`config.mk`:
```
export PLATFORM = sky130hd
export DESIGN_NAME = tdm_frame_rx
export DESIGN_NICKNAME = d
export VERILOG_FILES = /design/src/rtl/tdm_rx_pkg.sv /design/src/rtl/tdm_rx_counter.sv /design/src/rtl/tdm_rx_shifter.sv /design/src/rtl/tdm_rx_hold.sv /design/src/rtl/tdm_frame_rx.sv
export SDC_FILE = /design/constraint.sdc
export NUM_CORES = 1
export LEC_CHECK = 0
export BUFFER_PORTS_ARGS = -buffer_cell sky130_fd_sc_hd__buf_2
export CAP_MARGIN = 20
export CORE_ASPECT_RATIO = 1.4
export CORE_MARGIN = 5
export CORE_UTILIZATION = 59
export CTS_BUF_LIST = sky130_fd_sc_hd__clkbuf_4
export CTS_CLUSTER_DIAMETER = 80
export DETAILED_ROUTE_END_ITERATION = 6
export PLACE_DENSITY = 0.92
export SLEW_MARGIN = 10
export SYNTH_ARGS = -nofsm -noshare
export SYNTH_HDL_FRONTEND = slang
export SYNTH_SLANG_ARGS = --single-unit
```
`constraint.sdc`:
```
create_clock -name clk -period 2.2 [get_ports clk]
set_input_delay 0.11 -clock clk [delete_from_list [all_inputs] [get_ports clk]]
set_output_delay 0.11 -clock clk [all_outputs]
set_load 0.01 [all_outputs]
```
`src/rtl/tdm_rx_pkg.sv`:
```
package tdm_rx_pkg;
  // Default link geometry: slots per frame and bits per slot (powers of two)
  localparam int DEF_SLOTS     = 32;
  localparam int DEF_SLOT_BITS = 8;

  function automatic int log2c(input int v);
    int r;
    r = 0;
    while ((1 << r) < v) r++;
    return (r < 1) ? 1 : r;
  endfunction
endpackage

```
`src/rtl/tdm_rx_counter.sv`:
```
module tdm_rx_counter
  import tdm_rx_pkg::*;
#(
  parameter int SLOTS     = DEF_SLOTS,
  parameter int SLOT_BITS = DEF_SLOT_BITS,
  localparam int BW = log2c(SLOT_BITS),
  localparam int CW = log2c(SLOTS * SLOT_BITS)
) (
  input  logic          clk,
  input  logic          rst,
  input  logic          mark,
  output logic [CW-1:0] pos,
  output logic          locked,
  output logic          done
);
  always_ff @(posedge clk) begin
    if (rst) begin
      pos    <= '0;
      locked <= 1'b0;
    end else if (mark) begin
      pos    <= '0;
      locked <= 1'b1;
    end else begin
      pos    <= pos + 1'b1;
    end
  end

  // A slot completes on its last bit; a marker only counts on the frame's last bit
  always_comb begin
    done = locked && (&pos[BW-1:0]) && (!mark || (&pos));
  end

  assert_mark_zero_R2: assert property (@(posedge clk) disable iff (rst)
    mark |=> (pos == '0));
  assert_free_run_R9: assert property (@(posedge clk) disable iff (rst)
    !mark |=> (pos == CW'($past(pos) + 1'b1)));
  assert_no_midslot_R8: assert property (@(posedge clk) disable iff (rst)
    (mark && !(&pos)) |-> !done);
endmodule

```
`src/rtl/tdm_rx_shifter.sv`:
```
module tdm_rx_shifter #(
  parameter int W = 8
) (
  input  logic         clk,
  input  logic         rst,
  input  logic         bit_in,
  output logic [W-1:0] word_next
);
  logic [W-1:0] sh;

  always_comb word_next = {sh[W-2:0], bit_in};

  always_ff @(posedge clk) begin
    if (rst) sh <= '0;
    else     sh <= word_next;
  end

  assert_msb_first_R3: assert property (@(posedge clk) disable iff (rst)
    1'b1 |=> (sh[0] == $past(bit_in)));
endmodule

```
`src/rtl/tdm_rx_hold.sv`:
```
module tdm_rx_hold #(
  parameter int W  = 8,
  parameter int SW = 5
) (
  input  logic          clk,
  input  logic          rst,
  input  logic          load,
  input  logic [W-1:0]  word,
  input  logic [SW-1:0] slot,
  output logic [W-1:0]  hold_byte,
  output logic [SW-1:0] hold_slot,
  output logic          hold_valid
);
  logic rst_q;

  always_ff @(posedge clk) begin
    if (rst) begin
      hold_byte  <= '0;
      hold_slot  <= '0;
      hold_valid <= 1'b0;
    end else begin
      hold_valid <= load;
      if (load) begin
        hold_byte <= word;
        hold_slot <= slot;
      end
    end
  end

  always_ff @(posedge clk) rst_q <= rst;

  assert_pulse_once_R4: assert property (@(posedge clk) disable iff (rst)
    hold_valid |=> !hold_valid);
  assert_hold_steady_R5: assert property (@(posedge clk) disable iff (rst)
    (!hold_valid && !rst_q) |-> ($stable(hold_byte) && $stable(hold_slot)));
endmodule

```
`src/rtl/tdm_frame_rx.sv`:
```
module tdm_frame_rx
  import tdm_rx_pkg::*;
#(
  parameter int SLOTS     = DEF_SLOTS,
  parameter int SLOT_BITS = DEF_SLOT_BITS,
  localparam int BW = log2c(SLOT_BITS),
  localparam int SW = log2c(SLOTS),
  localparam int CW = BW + SW
) (
  input  logic                 clk,
  input  logic                 rst,
  input  logic                 ser_in,
  input  logic                 frame_mark,
  output logic [SLOT_BITS-1:0] rx_byte,
  output logic [SW-1:0]        rx_slot,
  output logic                 rx_valid
);
  logic [CW-1:0]        pos;
  logic                 locked;
  logic                 done;
  logic [SLOT_BITS-1:0] word_next;

  tdm_rx_counter #(.SLOTS(SLOTS), .SLOT_BITS(SLOT_BITS)) u_cnt (
    .clk(clk), .rst(rst), .mark(frame_mark),
    .pos(pos), .locked(locked), .done(done)
  );

  tdm_rx_shifter #(.W(SLOT_BITS)) u_sh (
    .clk(clk), .rst(rst), .bit_in(ser_in), .word_next(word_next)
  );

  tdm_rx_hold #(.W(SLOT_BITS), .SW(SW)) u_hold (
    .clk(clk), .rst(rst), .load(done), .word(word_next),
    .slot(pos[CW-1:BW]),
    .hold_byte(rx_byte), .hold_slot(rx_slot), .hold_valid(rx_valid)
  );

  assert_unlocked_quiet_R6: assert property (@(posedge clk) disable iff (rst)
    !locked |=> !rx_valid);
  assert_frame_end_slot_R7: assert property (@(posedge clk) disable iff (rst)
    (frame_mark && locked && (&pos)) |=> (rx_valid && rx_slot == SW'(SLOTS-1)));
endmodule

```
Word-level counts from Yosys, hierarchy flattened
Cells that the tools add are included.

Reduce and logical (&&, ||, !) cells: 7. Add/subtract/negate cells: 1.

Operator list (count): adder 8 x 1 -> 8 bit (second input constant) (1); AND reduction 8 bit (1); AND reduction 3 bit (1); logical AND 1 bit (2); OR reduction 2 bit (1); logical NOT 1 bit (1); logical OR 1 bit (1).

Word-level logic and storage cells: 14. Input port bits: 4. Flip-flop bits (word level): 30. Output and inout bits: 14.

Depth between registers and ports, before layout
Depth in word-level cells: 3. Depth in mapped cells: 6.

Cells and area by module
A second synthesis with hierarchy kept.

Cell total of the unflattened synthesis: 100. Area total of the unflattened synthesis: 1066.0 µm².

By module, submodules not included: tdm_rx_hold (area an instance 501.7 µm², cells each 44, times used 1); tdm_rx_counter (area an instance 372.9 µm², cells each 41, times used 1); tdm_rx_shifter (area an instance 191.4 µm², cells each 15, times used 1).

Worst setup path before layout
OpenSTA, ideal clock, no wires.

Kind: register -> register. From: register u_cnt.pos[0]. To: register u_hold.hold_byte[4]. Slack: 0.642 ns. Data required time: 2.118 ns. Setup time: 0.082 ns. Arrival: 1.476 ns. Stages on the path, launching flop included: 7. Path buffers: 1. Cells stage by stage: dfxtp_1 -> ha_1 -> ha_1 -> and3b_1 -> clkbuf_1 -> nand2_1 -> o221ai_2.

Cells in the longest elaborated chain, start to end: 3.

Ends and longest elaborated chain: from (decl) (RTL line tdm_rx_counter.sv:12) `output logic [CW-1:0] pos,`; from (signal assigned) (RTL line tdm_rx_counter.sv:24) `pos <= pos + 1'b1;`; AND reduction 8 bit / AND reduction 3 bit (equally long branches) (RTL line tdm_rx_counter.sv:30) `done = locked && (&pos[BW-1:0]) && (!mark || (&pos));`; logical OR 1 bit / logical AND 1 bit (equally long branches) (RTL line tdm_rx_counter.sv:30); logical AND 1 bit * (RTL line tdm_rx_counter.sv:30); to (signal assigned) (RTL line tdm_rx_hold.sv:24) `hold_byte <= word;`; to (decl) (RTL line tdm_rx_hold.sv:10) `output logic [W-1:0] hold_byte,`.

Every way passes the cells marked *; elsewhere a longest branch is shown, timed or not. A chain may end at the register's enable or synchronous reset.

Worst setup path after layout
From: register u_cnt.pos[0]. To: register u_hold.hold_slot[4].

Cells in the longest elaborated chain, start to end: 3.

Ends and longest elaborated chain: AND reduction 8 bit / AND reduction 3 bit (equally long branches) (RTL line tdm_rx_counter.sv:30); logical OR 1 bit / logical AND 1 bit (equally long branches) (RTL line tdm_rx_counter.sv:30); logical AND 1 bit * (RTL line tdm_rx_counter.sv:30); to (signal assigned) (RTL line tdm_rx_hold.sv:25) `hold_slot <= slot;`; to (decl) (RTL line tdm_rx_hold.sv:11) `output logic [SW-1:0] hold_slot,`.

Marks and branches as above.

==> metrics <==
Detailed Route WL 3.106 mm; Placed Area roughly 1500 um^2; Max Fanout on Critical Path 15; Synth Warn # 0; CTS max path bufs 2; Ports 18; cells after synthesis approximately 150; Final #Nets between 150 and 200; WL/cell 16.70 um; compound-cell area share of the yosys netlist between 20% and 30%; number of global-route vias before repair 1,154; first-pass GRT wire length 5.299 mm; final setup margin 0.2399 ns; clock slew seen by the registers of the worst setup and hold paths roughly 0.10 ns; postcts setup bufs 0; die height about 68 um; grt ovf 0; row cnt 21; Slew Limit Fails 0; type of the most critical hold path input port to flop; # diodes 0; Syn Nets 154; Vias per Instance 6.737; Slew headroom a little under two thirds; setup violators final 0; clk root buf clkbuf_4; CTS Buf Count 5; post-route ant nets 0; Clock Sink Count 30; f_max between 500 and 600 MHz; starting DRC count in detailed routing roughly 40; Worst EP required 2.47 ns; setup TNS 0 ns; Initial Util 60.51%; Post-Synth Adder-Cell Area 1.768%; TritonCTS clock tree done; final instance area 1545 um^2; initial antenna violation count 0; Post-Syn Area around 1400 um^2; Port Buf Inserts 17; Area growth syn-to-layout 9.195%; RSZ-0062 raised after global routing false; PostCTS Resize Cnt 0; clk_lat worst skew around 0.34 ns; power density cells 589.0 nW/um^2; maximum VDD drop 0.0005388 V; post-synthesis cell type count 28; FF-to-FF setup slack 0.24 ns; largest family of logic cells by synthesized area compound AO/OA/AOI/OAI gates; Final min period 1.960 ns; Syn Area/Cell 9.562 um^2; RePlAce Congestion 0.8439; Seq cells post-synth 30; total number of vias 1,253; Least-Margin Pin Slew 0.5424 ns; CP arrival 2.23 ns; status complete, no violations; post-synthesis sequential area ratio a little over two fifths; share of post-route cells with drive strength above 1 approximately a quarter; critical path type flop to flop; Core ar. 2338 um^2; Pre-Repair DR Iteration Count 5; number of H-tree levels 2; Crit. End Element flop; mux contribution to synthesized area 0%; Post-synth EDFFs 0; Max Cap Viol 0; Startpoint Class flop; largest net degree at the start of global routing 26; final hold vios 0; Post-Synth XOR/XNOR Area 1.238%; skew final ~0.01 ns; area fraction in and, or, nand and nor cells after synthesis between 20 and 25%; dpl hpwl 2.100 mm; CTS Hold Bufs 0; Total GRT Usage just over 20%; crit share post-route between 80% and 90%; top_reg_cell synth dfxtp_1; DP Worst Slack 0.2819 ns; die width 51.39 um; asr flop ratio synth 0%; drt drc 0; die area around 3500 um^2; leakage power 0.5924 nW
[state kept, by name, summed over array words and instances (netlist names)]
name	count
u_sh.sh	7
u_hold.hold_valid	1
u_hold.hold_byte	8
u_hold.hold_slot	5
u_cnt.locked	1
u_cnt.pos	8
[report_power, final]
group	internal [mW]	switching [mW]	leakage [nW]	total (mW)
clock	0.132	0.190	0.0331	0.322
combinational	0.0106	0.0211	0.317	0.0318
sequential	0.549	0.00828	0.243	0.557
total	0.691	0.219	0.592	0.910
[through the flow]
stage          hold WS (ns)  power [mW]  util (%)  instances
2_1_floorplan        0.1816      0.5882         -        148
3_3_place_gp         0.3603      0.5978     63.78        178
3_5_place_dp         0.3730      0.6003     63.78        178
4_1_cts             0.03404      0.9121     66.08        186
5_1_grt             0.04315      0.9457     66.08        186
6_report            0.03214      0.9102     66.08        186
[logic make-up (layout without fill, tap and decap cells)]
kind of cell / Yosys count / after routing
flops: 30 / 30
compound gates: 45 / 45
fa+ha+maj: 2 / 2
xor+xnor: 2 / 2
simple gates: 56 / 56
buf+inv: 13 / 28
[routing by layer]
layer / global-route usage (%) / part of all wire [%] / vias up
li1: - / - / 589
met1: 23.45 / 40 / 605
met2: 34.08 / 53 / 51
met3: 6.100 / 5.7 / 8
met4: 9.836 / 2.1 / 0
met5: 0 / 0 / -
[critical path, stage by stage, from the launching register on]
cell	delay [ns]
dfxtp_1	0.38
ha_1	0.22
ha_1	0.40
nand2_1	0.37
or3_1	0.41
a31oi_1	0.12
[Yosys cell counts, types with 2 or more instances]
| library cell | number | area share, % |
|---|---|---|
| nand2_1 | 15 | 4.0 |
| o221ai_2 | 9 | 9.5 |
| o211ai_1 | 12 | 6.4 |
| dfxtp_1 | 30 | 42 |
| nor2_1 | 6 | 1.6 |
| or3_1 | 3 | 1.3 |
| ha_1 | 2 | 1.8 |
| o221ai_1 | 3 | 1.9 |
| a21oi_1 | 15 | 5.3 |
| and2_1 | 2 | 0.88 |
| o21ai_0 | 3 | 1.1 |
| nand3_1 | 4 | 1.4 |
| nor2b_1 | 8 | 3.5 |
| and4b_1 | 12 | 8.5 |
| xor2_1 | 2 | 1.2 |
| clkbuf_1 | 10 | 2.7 |
[worst paths after layout]
check	startpoint	endpoint	cells past startpoint
setup reg to reg	u_cnt.pos[0]	u_hold.hold_slot[4]	5
hold reg to reg	u_cnt.pos[0]	u_cnt.pos[0]	1
setup / recovery	u_cnt.pos[0]	u_hold.hold_slot[4]	5
hold / removal	ser_in	u_sh.sh[0]	2
[cells in the final DEF, fill, tap and decap left out, types with 3 or more instances in the layout]
master    count
nand3_1       4
or3_1         3
and4b_1      12
o221ai_1      3
o221ai_2      9
o211ai_1     12
buf_2        17
clkbuf_4      6
nand2_1      15
o21ai_0       3
nor2b_1       8
dfxtp_1      30
nor2_1        6
a21oi_1      15
[area by class of cell]
type,count,area (um^2)
fillers,183,793.3
inverters,1,3.754
flip-flops and latches,30,600.6
clock buffers,6,45.04
clock inverters,2,8.758
multi-input cells,105,758.2
repair buffers,19,100.1
well taps,23,28.78
Power figures use the tool's default switching activity.
